[config.mk]
export PLATFORM = sky130hd
export DESIGN_NAME = dp_contention_arb
export DESIGN_NICKNAME = d
export VERILOG_FILES = /design/src/rtl/dpa_pkg.sv /design/src/rtl/dpa_port_track.sv /design/src/rtl/dpa_owner_fsm.sv /design/src/rtl/dpa_busy_route.sv /design/src/rtl/dp_contention_arb.sv
export SDC_FILE = /design/constraint.sdc
export NUM_CORES = 1
export LEC_CHECK = 0
export BUFFER_PORTS_ARGS = -buffer_cell sky130_fd_sc_hd__buf_2
export CORE_MARGIN = 3
export CORE_UTILIZATION = 50
export CTS_CLUSTER_SIZE = 25
export DETAILED_ROUTE_END_ITERATION = 12
export GPL_ROUTABILITY_DRIVEN = 1
export GPL_TIMING_DRIVEN = 0
export PLACE_DENSITY = 0.78
export SETUP_SLACK_MARGIN = 0.3
export SLEW_MARGIN = 10
export SYNTH_ARGS = -nofsm -noshare
export SYNTH_HDL_FRONTEND = slang
export SYNTH_SLANG_ARGS = --single-unit
[constraint.sdc]
create_clock -name clk -period 2 [get_ports clk]
set_clock_uncertainty 0.05 [all_clocks]
set_input_delay 0.2 -clock clk [delete_from_list [all_inputs] [get_ports clk]]
set_output_delay 0.2 -clock clk [all_outputs]
set_load 0.02 [all_outputs]
[src/rtl/dpa_pkg.sv]
package dpa_pkg;
  typedef enum logic [1:0] {
    OWN_NONE  = 2'd0,
    OWN_LEFT  = 2'd1,
    OWN_RIGHT = 2'd2
  } owner_e;
endpackage

[src/rtl/dpa_port_track.sv]
// Per-port arrival history: a port is settled when it was enabled on the
// same address in the previous cycle as well as in this one.
module dpa_port_track #(
  parameter int ADDR_W = 12
) (
  input  logic              clk,
  input  logic              rst_n,
  input  logic              ce_n,
  input  logic [ADDR_W-1:0] addr,
  output logic              enabled,
  output logic              settled
);
  logic              en_q;
  logic [ADDR_W-1:0] addr_q;

  assign enabled = ~ce_n;

  always_ff @(posedge clk) begin
    if (!rst_n) begin
      en_q   <= 1'b0;
      addr_q <= '0;
    end else begin
      en_q   <= enabled;
      addr_q <= addr;
    end
  end

  assign settled = enabled && en_q && (addr == addr_q);

  // history is empty in the first cycle after reset
  a_r12_history_clear: assert property (@(posedge clk)
    !rst_n |=> !settled);
endmodule

[src/rtl/dpa_owner_fsm.sv]
// Holds the winner of a contention episode. owner_now is the decision for
// the current cycle; it is registered so that the grant never flips.
module dpa_owner_fsm
  import dpa_pkg::*;
(
  input  logic   clk,
  input  logic   rst_n,
  input  logic   match,
  input  logic   l_settled,
  input  logic   r_settled,
  output owner_e owner_now
);
  owner_e owner_q;

  always_comb begin
    if (!match)
      owner_now = OWN_NONE;
    else if (owner_q != OWN_NONE)
      owner_now = owner_q;
    else if (r_settled && !l_settled)
      owner_now = OWN_RIGHT;
    else
      owner_now = OWN_LEFT;
  end

  always_ff @(posedge clk) begin
    if (!rst_n) owner_q <= OWN_NONE;
    else        owner_q <= owner_now;
  end

  // a granted owner survives while contention lasts
  a_r5_owner_kept: assert property (@(posedge clk) disable iff (!rst_n)
    (owner_now != OWN_NONE) ##1 match |-> owner_now == $past(owner_now));
  // without a match nothing is owned in the next cycle's register
  a_r6_owner_drops: assert property (@(posedge clk) disable iff (!rst_n)
    !match |=> owner_q == OWN_NONE);
endmodule

[src/rtl/dpa_busy_route.sv]
// Turns the ownership decision into busy flags and write gating, per mode.
module dpa_busy_route
  import dpa_pkg::*;
(
  input  logic   master_mode,
  input  owner_e owner_now,
  input  logic   l_en,
  input  logic   r_en,
  input  logic   l_we_n,
  input  logic   r_we_n,
  input  logic   l_busy_in_n,
  input  logic   r_busy_in_n,
  output logic   l_busy_out_n,
  output logic   r_busy_out_n,
  output logic   l_ram_we_n,
  output logic   r_ram_we_n
);
  logic l_lose, r_lose;
  logic l_block, r_block;

  assign l_lose = (owner_now == OWN_RIGHT);
  assign r_lose = (owner_now == OWN_LEFT);

  assign l_busy_out_n = master_mode ? ~l_lose : 1'b1;
  assign r_busy_out_n = master_mode ? ~r_lose : 1'b1;

  assign l_block = master_mode ? l_lose : ~l_busy_in_n;
  assign r_block = master_mode ? r_lose : ~r_busy_in_n;

  assign l_ram_we_n = ~(l_en && !l_we_n && !l_block);
  assign r_ram_we_n = ~(r_en && !r_we_n && !r_block);

  // a blocked port never writes (immediate checks)
  always_comb begin
    a_r9_left_gate:  assert (!(l_block && !l_ram_we_n));
    a_r9_right_gate: assert (!(r_block && !r_ram_we_n));
  end
endmodule

[src/rtl/dp_contention_arb.sv]
module dp_contention_arb
  import dpa_pkg::*;
#(
  parameter int ADDR_W = 12
) (
  input  logic              clk,
  input  logic              rst_n,
  input  logic              master_mode,
  input  logic              l_ce_n,
  input  logic [ADDR_W-1:0] l_addr,
  input  logic              l_we_n,
  input  logic              r_ce_n,
  input  logic [ADDR_W-1:0] r_addr,
  input  logic              r_we_n,
  input  logic              l_busy_in_n,
  input  logic              r_busy_in_n,
  output logic              l_busy_out_n,
  output logic              r_busy_out_n,
  output logic              l_ram_we_n,
  output logic              r_ram_we_n
);
  localparam int NPORT = 2;

  logic              ce_n_v [NPORT];
  logic [ADDR_W-1:0] addr_v [NPORT];
  logic              en_v   [NPORT];
  logic              set_v  [NPORT];

  assign ce_n_v[0] = l_ce_n;
  assign ce_n_v[1] = r_ce_n;
  assign addr_v[0] = l_addr;
  assign addr_v[1] = r_addr;

  for (genvar p = 0; p < NPORT; p++) begin : g_port
    dpa_port_track #(.ADDR_W(ADDR_W)) u_track (
      .clk     (clk),
      .rst_n   (rst_n),
      .ce_n    (ce_n_v[p]),
      .addr    (addr_v[p]),
      .enabled (en_v[p]),
      .settled (set_v[p])
    );
  end

  logic   match;
  owner_e owner_now;

  assign match = en_v[0] && en_v[1] && (l_addr == r_addr);

  dpa_owner_fsm u_fsm (
    .clk       (clk),
    .rst_n     (rst_n),
    .match     (match),
    .l_settled (set_v[0]),
    .r_settled (set_v[1]),
    .owner_now (owner_now)
  );

  dpa_busy_route u_route (
    .master_mode  (master_mode),
    .owner_now    (owner_now),
    .l_en         (en_v[0]),
    .r_en         (en_v[1]),
    .l_we_n       (l_we_n),
    .r_we_n       (r_we_n),
    .l_busy_in_n  (l_busy_in_n),
    .r_busy_in_n  (r_busy_in_n),
    .l_busy_out_n (l_busy_out_n),
    .r_busy_out_n (r_busy_out_n),
    .l_ram_we_n   (l_ram_we_n),
    .r_ram_we_n   (r_ram_we_n)
  );

  // no shared enabled address means no busy
  a_r1_idle_no_busy: assert property (@(posedge clk) disable iff (!rst_n)
    !(!l_ce_n && !r_ce_n && l_addr == r_addr) |-> l_busy_out_n && r_busy_out_n);
  // at most one side is ever told it lost
  a_r4_single_loser: assert property (@(posedge clk) disable iff (!rst_n)
    l_busy_out_n || r_busy_out_n);
  // slave mode never drives busy low
  a_r10_slave_quiet: assert property (@(posedge clk) disable iff (!rst_n)
    !master_mode |-> l_busy_out_n && r_busy_out_n);
  // an unchanged contention keeps the same loser
  a_r5_loser_stable: assert property (@(posedge clk) disable iff (!rst_n)
    master_mode && $past(rst_n) && $past(master_mode) && $stable(l_addr)
      && $stable(r_addr) && $stable(l_ce_n) && $stable(r_ce_n)
      |-> $stable(l_busy_out_n) && $stable(r_busy_out_n));
  // a disabled port never writes
  a_r11_disabled_no_write: assert property (@(posedge clk) disable iff (!rst_n)
    (l_ce_n |-> l_ram_we_n) and (r_ce_n |-> r_ram_we_n));
endmodule

Yosys cells after proc, flatten, opt, wreduce, memory -nomap -nowiden
Cells that the tools add are included.

storage, ports and cells
  bits in registers = 28
  latch bits = 0
  bits in writable memories = 0
  ROM bits = 0
  input port bits = 33
  output and inout port bits = 4
  logic and storage cells = 42
  memories = 0

operators by class
  $add $sub $neg = 0
  multiply operators = 0
  div/mod/pow operators = 0
  magnitude comparators = 0
  eq/ne operators = 5
  shifts and indexed selects = 0
  multiplexer cells = 7
  bitwise operators = 8
  reduce and logical (&&, ||, !) cells = 17

operators by type and width
  operator                                                         count
  12-bit == test                                                   3
  1-bit logical AND                                                11
  1-bit NOT                                                        8
  2-bit 2-to-1 mux                                                 3
  1-bit zero test                                                  5
  1-bit 2-to-1 mux                                                 4
  2-bit by 1-bit == test with 1-bit output, second input constant  1
  2-bit == test, second input constant                             1
  2-bit nonzero test                                               1

Longest topological paths before layout
Gate-level depths: netlist (run 1).

  word-level depth = 13
  gate-level depth with buffers = 5
  depth with buffers taken out = 5

Cells and area by module
Synthesis (run 1) repeated with hierarchy kept, for this count alone.

unflattened totals
  cells, all modules = 124
  area, all modules = 1,258.7 µm²

by module, submodules not included
  module             times used  cells each  area each (µm²)  sequential area each (µm²)
  dpa_port_track     2           45          489.2            260.2
  dp_contention_arb  1           17          140.1            0.0
  dpa_owner_fsm      1           11          100.1            40.0
  dpa_busy_route     1           6           40.0             0.0

Least setup slack after synthesis (run 1)
No wires, ideal clock.

  path type = flip-flop to output port
  start = register g_port[0].u_track.addr_q[4]
  end = output port r_ram_we_n
  data arrival time = 1.581 ns
  required time = 1.750 ns
  setup slack = 0.169 ns
  cell stages (with the launch flop) = 6
  buffers on the path = 0
  cell sequence = dfxtp_1 -> xor2_1 -> nor4_1 -> nand4_1 -> and2_1 -> o31ai_1

on the way
  cells in the longest elaborated chain, start to end = 12

ends and longest elaborated chain
  item                                      RTL line                 RTL
  start, declared                           dpa_port_track.sv:14     logic [ADDR_W-1:0] addr_q;
  start signal, assigned                    dpa_port_track.sv:24     addr_q <= addr;
  12-bit == test                            dpa_port_track.sv:28     assign settled = enabled && en_q && (addr == addr_q);
  1-bit logical AND                         dpa_port_track.sv:28
  1-bit zero test                           dpa_owner_fsm.sv:20      else if (r_settled && !l_settled)
  1-bit logical AND                         dpa_owner_fsm.sv:20
  2-bit 2-to-1 mux                          dpa_owner_fsm.sv:20
  2-bit 2-to-1 mux                          dpa_owner_fsm.sv:18      else if (owner_q != OWN_NONE)
  2-bit 2-to-1 mux                          dpa_owner_fsm.sv:16      if (!match)
  2-bit by 1-bit == test with 1-bit output  dpa_busy_route.sv:22     assign r_lose = (owner_now == OWN_LEFT);
  1-bit 2-to-1 mux                          dpa_busy_route.sv:28     assign r_block = master_mode ? r_lose : ~r_busy_in_n;
  1-bit zero test                           dpa_busy_route.sv:31     assign r_ram_we_n = ~(r_en && !r_we_n && !r_block);
  1-bit logical AND                         dpa_busy_route.sv:31
  1-bit NOT                                 dpa_busy_route.sv:31
  end, declared                             dp_contention_arb.sv:20  output logic r_ram_we_n

No other way between the ends.

Final worst setup path (run 1)
  start = register u_fsm.owner_q[1]
  end = output port l_busy_out_n

on the way
  cells in the longest elaborated chain, start to end = 6

ends and longest elaborated chain
  item                    RTL line                 RTL
  start, declared         dpa_owner_fsm.sv:13      owner_e owner_q;
  start signal, assigned  dpa_owner_fsm.sv:28      else owner_q <= owner_now;
  2-bit nonzero test      dpa_owner_fsm.sv:18
  2-bit 2-to-1 mux *      dpa_owner_fsm.sv:18
  2-bit 2-to-1 mux *      dpa_owner_fsm.sv:16
  2-bit == test *         dpa_busy_route.sv:21     assign l_lose = (owner_now == OWN_RIGHT);
  1-bit NOT *             dpa_busy_route.sv:24     assign l_busy_out_n = master_mode ? ~l_lose : 1'b1;
  1-bit 2-to-1 mux *      dpa_busy_route.sv:24
  end, declared           dp_contention_arb.sv:17  output logic l_busy_out_n,

Every way passes the cells marked *; elsewhere a longest branch is shown, timed or not.

==> flow_summary_export.csv, run 1 <==
group,metric,value,unit
outcome,status,"complete, but fails checks",
outcome,violations,"negative setup slack",
synth,synth_area,1250,µm²
global_route,grt_start_max_net_pins,15,
synth,synthCells,123,
floorplan,ios,37,
routing,drtPass1Iterations,4,
clock_tree,clk_path_buf_depth,2,
synth,synth_edf_count,0,
timing,fin_crit_sh,111,%
layout,syn2layout_area_growth,29.4,%
synth,synth_common_cells,"28 x dfxtp_1, 25 x and2_1, 23 x xnor2_1",
clock_tree,clk_latency,330,ps
setup_path,r2r_slack,330,ps
routing,wire_per_inst,14.7,µm
power,power,1.01,mW
timing,fin_hold_ws,15.6,ps
timing,setup_viol,4,
floorplan,fp.dieH,56,µm
layout,antenna_cells,0,
synth,synth_area_leader_cell,"dfxtp_1",
global_route,grtUsageTotal,19.0,%
setup_path,arrival,1970,ps
synth,synth_cell_types,21,
floorplan,initial_core_util,54.4,%
min_path,hp-start,"r_ce_n",
timing,period_needed,2220,ps
layout,design_area,1620,µm²
synth,ys_async_sr_fraction,0,%
synth,synth_nets,156,
timing,hold_viol,0,
floorplan,row_count,17,
synth,synth_flop_cell,"dfxtp_1",
routing,vias,1002,
power,p_leak,0.666,nW
synth,ys_seq_area_share,44.8,%
synth,ys_ff_latch,28,
synth,avgSynthCellArea,10.2,µm²
clock_tree,cts_tree,"built",
synth,synth_top_area_share,44.8,%
layout,layout-drive-gt1-share,33.7,%
clock_tree,cts_inserted_buffers,3,
setup_path,critPathLaunchType,"flip-flop",
routing,ant_nets,0,
floorplan,die_width,56,µm
clock_tree,root_buffer,"clkbuf_4",
routing,first_iter_violations,38,
clock_tree,path_clk_slew,140,ps
timing,tightest_slew,430,ps
global_route,grt_antenna_before_repair,0,
power,pwr_density_cell,623,nW/µm²
place,post-place-cells,187,
place,portBuffers,36,
timing,rsz0062_at_grt,"true",
timing,slew_headroom,71.1,%
flow_run,drv_cap,0,
power,ir_drop,0.000457,V
setup_path,timing.rr.end,"u_fsm.owner_q[0]",
timing,fmax,0.451,GHz
place,dpl-instance-area,1480,µm²
setup_path,cp_max_fo,4,
routing,viasPerCell,5.16,
global_route,grt_overflow,0,
min_path,min_to,"g_port[1].u_track.en_q",
min_path,hp-class,"in -> reg",
setup_path,reg2reg_depth,6,
setup_path,worstSetupPathType,"reg -> out",
timing,fin_tns_setup,-739,ps
synth,yosysMostFrequentCell,"dfxtp_1",
synth,synth_warnings,0,
place,gp_congestion,0.773,
floorplan,coreArea,2300,µm²
floorplan,die_area,3140,µm²
timing,drv_slew,0,
routing,wl,2850,µm
setup_path,endpoint_kind,"output pin",
setup_path,required,1750,ps
global_route,grt_pass1_wl,4660,µm
clock_tree,cts.sinks,28,
layout,nets,201,
synth,synth_area_leaders,"dfxtp_1 45%, xnor2_1 16%, and2_1 13%",
min_path,whs_path_depth,2,
routing,drc_errors,0,
global_route,grt_pass1_vias,985,
setup_path,reg2reg_from,"u_fsm.owner_q[1]",
timing,fin_ws,-217,ps
layout,fin_cells,194,
place,place_hpwl,2100,µm
clock_tree,htreeDepth,1,
metrics by stage:
stage / setup slack, ps / util (%)
after global routing: -320 / 70.4
after global placement: 131 / 64.3
final: -217 / 70.4
after CTS: -210 / 68.7
after detailed placement: -47.0 / 64.3
after floorplan: 313 / -
layer usage:
metal  share of wire (%)  global-route usage, %  vias up
li1                    -                      -      495
met1                  43                   24.4      454
met2                  47                   30.7       42
met3                 6.9                   3.71       11
met4                 3.0                   8.14        0
met5                   0                      0        -
cells by family after synthesis:
group                     after synthesis  synth area share, %
buffers and inverters                   2                0.601
DFF                                    28                 44.8
AOI/OAI and AO/OA                       4                 2.10
xor gates and xnor gates               36                 25.2
and+or+nand+nor                        53                 27.2
sequential cells by signal, summed over array words and instances (netlist names):
name                   count
g_port.u_track.en_q        2
u_fsm.owner_q              2
g_port.u_track.addr_q     24
timing repair:
| item | in CTS | in global routing |
|---|---|---|
| hold endpoints to repair | 0 | 1 |
| hold buffers | 0 | 1 |
| setup endpoints to repair | 4 | 5 |
| gates resized for setup | 12 | 7 |
| pin swaps | 4 | 4 |
| setup buffers | 3 | 0 |
area by class of cell:
class                   instances  area, µm²
clock buffers                   3       22.5
fillers                       178        679
well taps                      28       35.0
flip-flops and latches         28        563
multi-input cells              93        758
plain buffers                   2       7.51
repair buffers                 40        231
report_power, final:
group / total (mW) / switching (mW) / internal, mW
logic: 0.179 / 0.0887 / 0.0907
clock network: 0.231 / 0.160 / 0.0709
registers: 0.598 / 0.0115 / 0.586
total: 1.01 / 0.260 / 0.748
how the worst max path moves through the flow:
stage / endpoint / slack [ps] / startpoint / cells past startpoint
5_1_grt: l_ram_we_n / -320 / g_port[0].u_track.addr_q[6] / 7
3_3_place_gp: l_busy_out_n / 130 / u_fsm.owner_q[1] / 6
4_1_cts: l_ram_we_n / -210 / g_port[0].u_track.addr_q[2] / 7
2_1_floorplan: l_busy_out_n / 310 / u_fsm.owner_q[1] / 5
3_5_place_dp: r_ram_we_n / -50 / l_addr[4] / 7
6_report: l_busy_out_n / -220 / u_fsm.owner_q[1] / 6
cell usage in the layout (no fill, tap or decap), types with 3 or more instances in the layout:
cell,count
xnor2_1,23
dfxtp_1,26
buf_6,3
buf_2,33
xor2_1,13
nand4_1,5
nand2_1,3
clkbuf_4,3
nor2_1,3
buf_4,3
and2_1,24
nor2b_1,3
critical path: stages, from the launching register on:
cell     delay (ps)
dfxtp_2         390
nor4b_2         280
nand4_1         170
nor4_4          290
a21oi_4         110
or2_1           240
buf_4           160
Power figures use the tool's default switching activity.
==> run 2, diff against run 1 <==
--- a/config.mk
+++ b/config.mk
@@ -12,6 +12,7 @@
 export DETAILED_ROUTE_END_ITERATION = 12
 export GPL_ROUTABILITY_DRIVEN = 1
 export GPL_TIMING_DRIVEN = 0
+export MAX_ROUTING_LAYER = met4
 export PLACE_DENSITY = 0.78
 export SETUP_SLACK_MARGIN = 0.3
 export SLEW_MARGIN = 10
==> run 2 against run 1 <==
Effect of this change:
- the flow still finishes with violations (negative setup slack)
- setup slack improved by 7.0 ps
- clock-buffer cell count unchanged
- final area stayed put
- power is essentially flat
- global-route usage rose by 0.52 points
- core utilization unchanged
- die area unchanged
- flip-flop and latch count stayed put
- sequential share of layout area unchanged
- largest power group unchanged
==> flow_summary_export.csv, run 2 (same netlist as run 1, synthesis figures left out) <==
group,metric,value,unit
clock_tree,htreeDepth,1,
global_route,grt_overflow,0,
setup_path,reg2reg_depth,6,
outcome,violations,"negative setup slack",
place,post-place-cells,187,
setup_path,endpoint_kind,"output pin",
routing,vias,1010,
power,clkPwrFrac,22.9,%
layout,layout_common_cells,"33 x buf_2, 26 x dfxtp_1, 24 x and2_1",
place,place_hpwl,2100,µm
floorplan,fp.dieH,56,µm
layout,largest_register,"g_port.u_track.addr_q",
floorplan,row_count,17,
routing,drtPass1Iterations,4,
place,portBuffers,36,
setup_path,cp_slowest_cell,"dfxtp_2",
clock_tree,path_clk_slew,140,ps
timing,setup_viol,4,
power,pwr_density_cell,623,nW/µm²
setup_path,reg2reg_from,"u_fsm.owner_q[1]",
timing,fin_tns_setup,-718,ps
power,p_comb_share,17.8,%
power,ir_drop,0.000455,V
power,power.share.sequential,59.3,%
clock_tree,clk_latency,330,ps
setup_path,path_cells,"nor4b_2 -> nand4_1 -> nor4_4 -> a21oi_4 -> or2_1 -> buf_4",
timing,fmax,0.452,GHz
layout,top_regs,"g_port.u_track.addr_q: 24 flops, g_port.u_track.en_q: 2 flops, u_fsm.owner_q: 2 flops",
layout,layout_commonest_cell,"buf_2",
setup_path,max_stage_delay,390,ps
timing,fin_ws,-210,ps
timing,slew_headroom,70.9,%
floorplan,initial_core_util,54.4,%
floorplan,ios,37,
routing,wire_per_inst,14.6,µm
setup_path,timing.rr.end,"u_fsm.owner_q[0]",
flow_run,drv_cap,0,
timing,rsz0062_at_grt,"true",
min_path,hp-class,"in -> reg",
power,p_leak,0.666,nW
global_route,grt_start_max_net_pins,15,
power,power.switching,0.260,mW
layout,syn2layout_area_growth,29.4,%
timing,period_needed,2210,ps
setup_path,required,1750,ps
layout,antenna_cells,0,
routing,ant_nets,0,
min_path,hp-start,"r_ce_n",
routing,wl,2840,µm
clock_tree,cts.sinks,28,
clock_tree,root_buffer,"clkbuf_4",
global_route,grt_antenna_before_repair,0,
setup_path,r2r_slack,340,ps
timing,hold_viol,0,
routing,drc_errors,0,
setup_path,cp_top_family,"simple AND/OR/NAND/NOR gates",
timing,fin_crit_sh,111,%
routing,viasPerCell,5.21,
clock_tree,cts_tree,"built",
layout,fin_cells,194,
min_path,whs_path_depth,2,
power,internal-power,0.748,mW
outcome,status,"complete, but fails checks",
setup_path,critPathLaunchType,"flip-flop",
layout,fillers,178,
layout,layout-drive-gt1-share,33.7,%
place,gp_congestion,0.783,
floorplan,die_width,56,µm
layout,nets,201,
floorplan,coreArea,2300,µm²
timing,drv_slew,0,
min_path,min_to,"g_port[1].u_track.en_q",
routing,first_iter_violations,33,
setup_path,cp_max_fo,4,
global_route,grt_pass1_wl,4660,µm
clock_tree,clk_path_buf_depth,2,
global_route,grt_pass1_vias,987,
clock_tree,cts_inserted_buffers,3,
layout,largest_reg_flops,24,
setup_path,arrival,1960,ps
floorplan,die_area,3140,µm²
setup_path,worstSetupPathType,"reg -> out",
timing,tightest_slew,433,ps
power,sw_frac_of_total,25.8,%
global_route,grtUsageTotal,19.5,%
setup_path,critical_path_buf_inv_count,1,
[run 2: cell counts in the layout (fill, tap and decap cells not counted)]
No cell type changed its count.
[run 2: through the flow]
stage / area, µm² / util, % / hold slack [ps] / power, mW / setup WS, ps
finish: 1620 / 70.4 / 20.2 / 1.01 / -210
global placement: 1480 / 64.3 / 361 / 0.772 / 131
detailed placement: 1480 / 64.3 / 373 / 0.779 / -47.0
CTS: 1580 / 68.7 / 3.20 / 1.01 / -210
floorplan: 1260 / - / 222 / 0.703 / 313
global route: 1620 / 70.4 / 14.3 / 1.07 / -320
[run 2: layout make-up]
class                      count  area (µm²)  share of cell area [%]
buffer                         2        7.51                   0.464
timing repair buffer          40         231                    14.3
sequential                    28         563                    34.8
multi-input combinational     93         758                    46.9
tap                           28        35.0                    2.17
clock buffer                   3        22.5                    1.39
[run 2: worst max-delay path by stage]
stage	depth (start not counted)	endpoint	slack (ps)	startpoint
6_report	6	l_busy_out_n	-210	u_fsm.owner_q[1]
5_1_grt	7	l_ram_we_n	-320	g_port[0].u_track.addr_q[6]
4_1_cts	7	l_ram_we_n	-210	g_port[0].u_track.addr_q[2]
3_5_place_dp	7	r_ram_we_n	-50	l_addr[4]
3_3_place_gp	6	l_busy_out_n	130	u_fsm.owner_q[1]
2_1_floorplan	5	l_busy_out_n	310	u_fsm.owner_q[1]
[run 2: per-layer routing]
metal	track usage, %	wire [µm]	vias up
met5	-	0	-
met4	8.14	76	0
met3	3.71	168	9
met2	30.7	1340	34
met1	24.4	1260	472
li1	-	-	495
[run 2: what timing repair did]
| item | in CTS | in global routing |
|---|---|---|
| pin swaps | 4 | 4 |
| setup endpoints to repair | 4 | 5 |
| buffers inserted | 3 | 0 |
| hold endpoints to repair | 0 | 1 |
| gates resized for setup | 12 | 7 |
| hold buffers | 0 | 1 |
[run 2: power groups by stage]
stage               sequential [mW]  clock [mW]  combinational (mW)
floorplan                     0.608           0              0.0951
global placement              0.609           0               0.163
detailed placement            0.610           0               0.169
CTS                           0.598       0.238               0.179
global route                  0.601       0.267               0.198
finish                        0.598       0.230               0.180
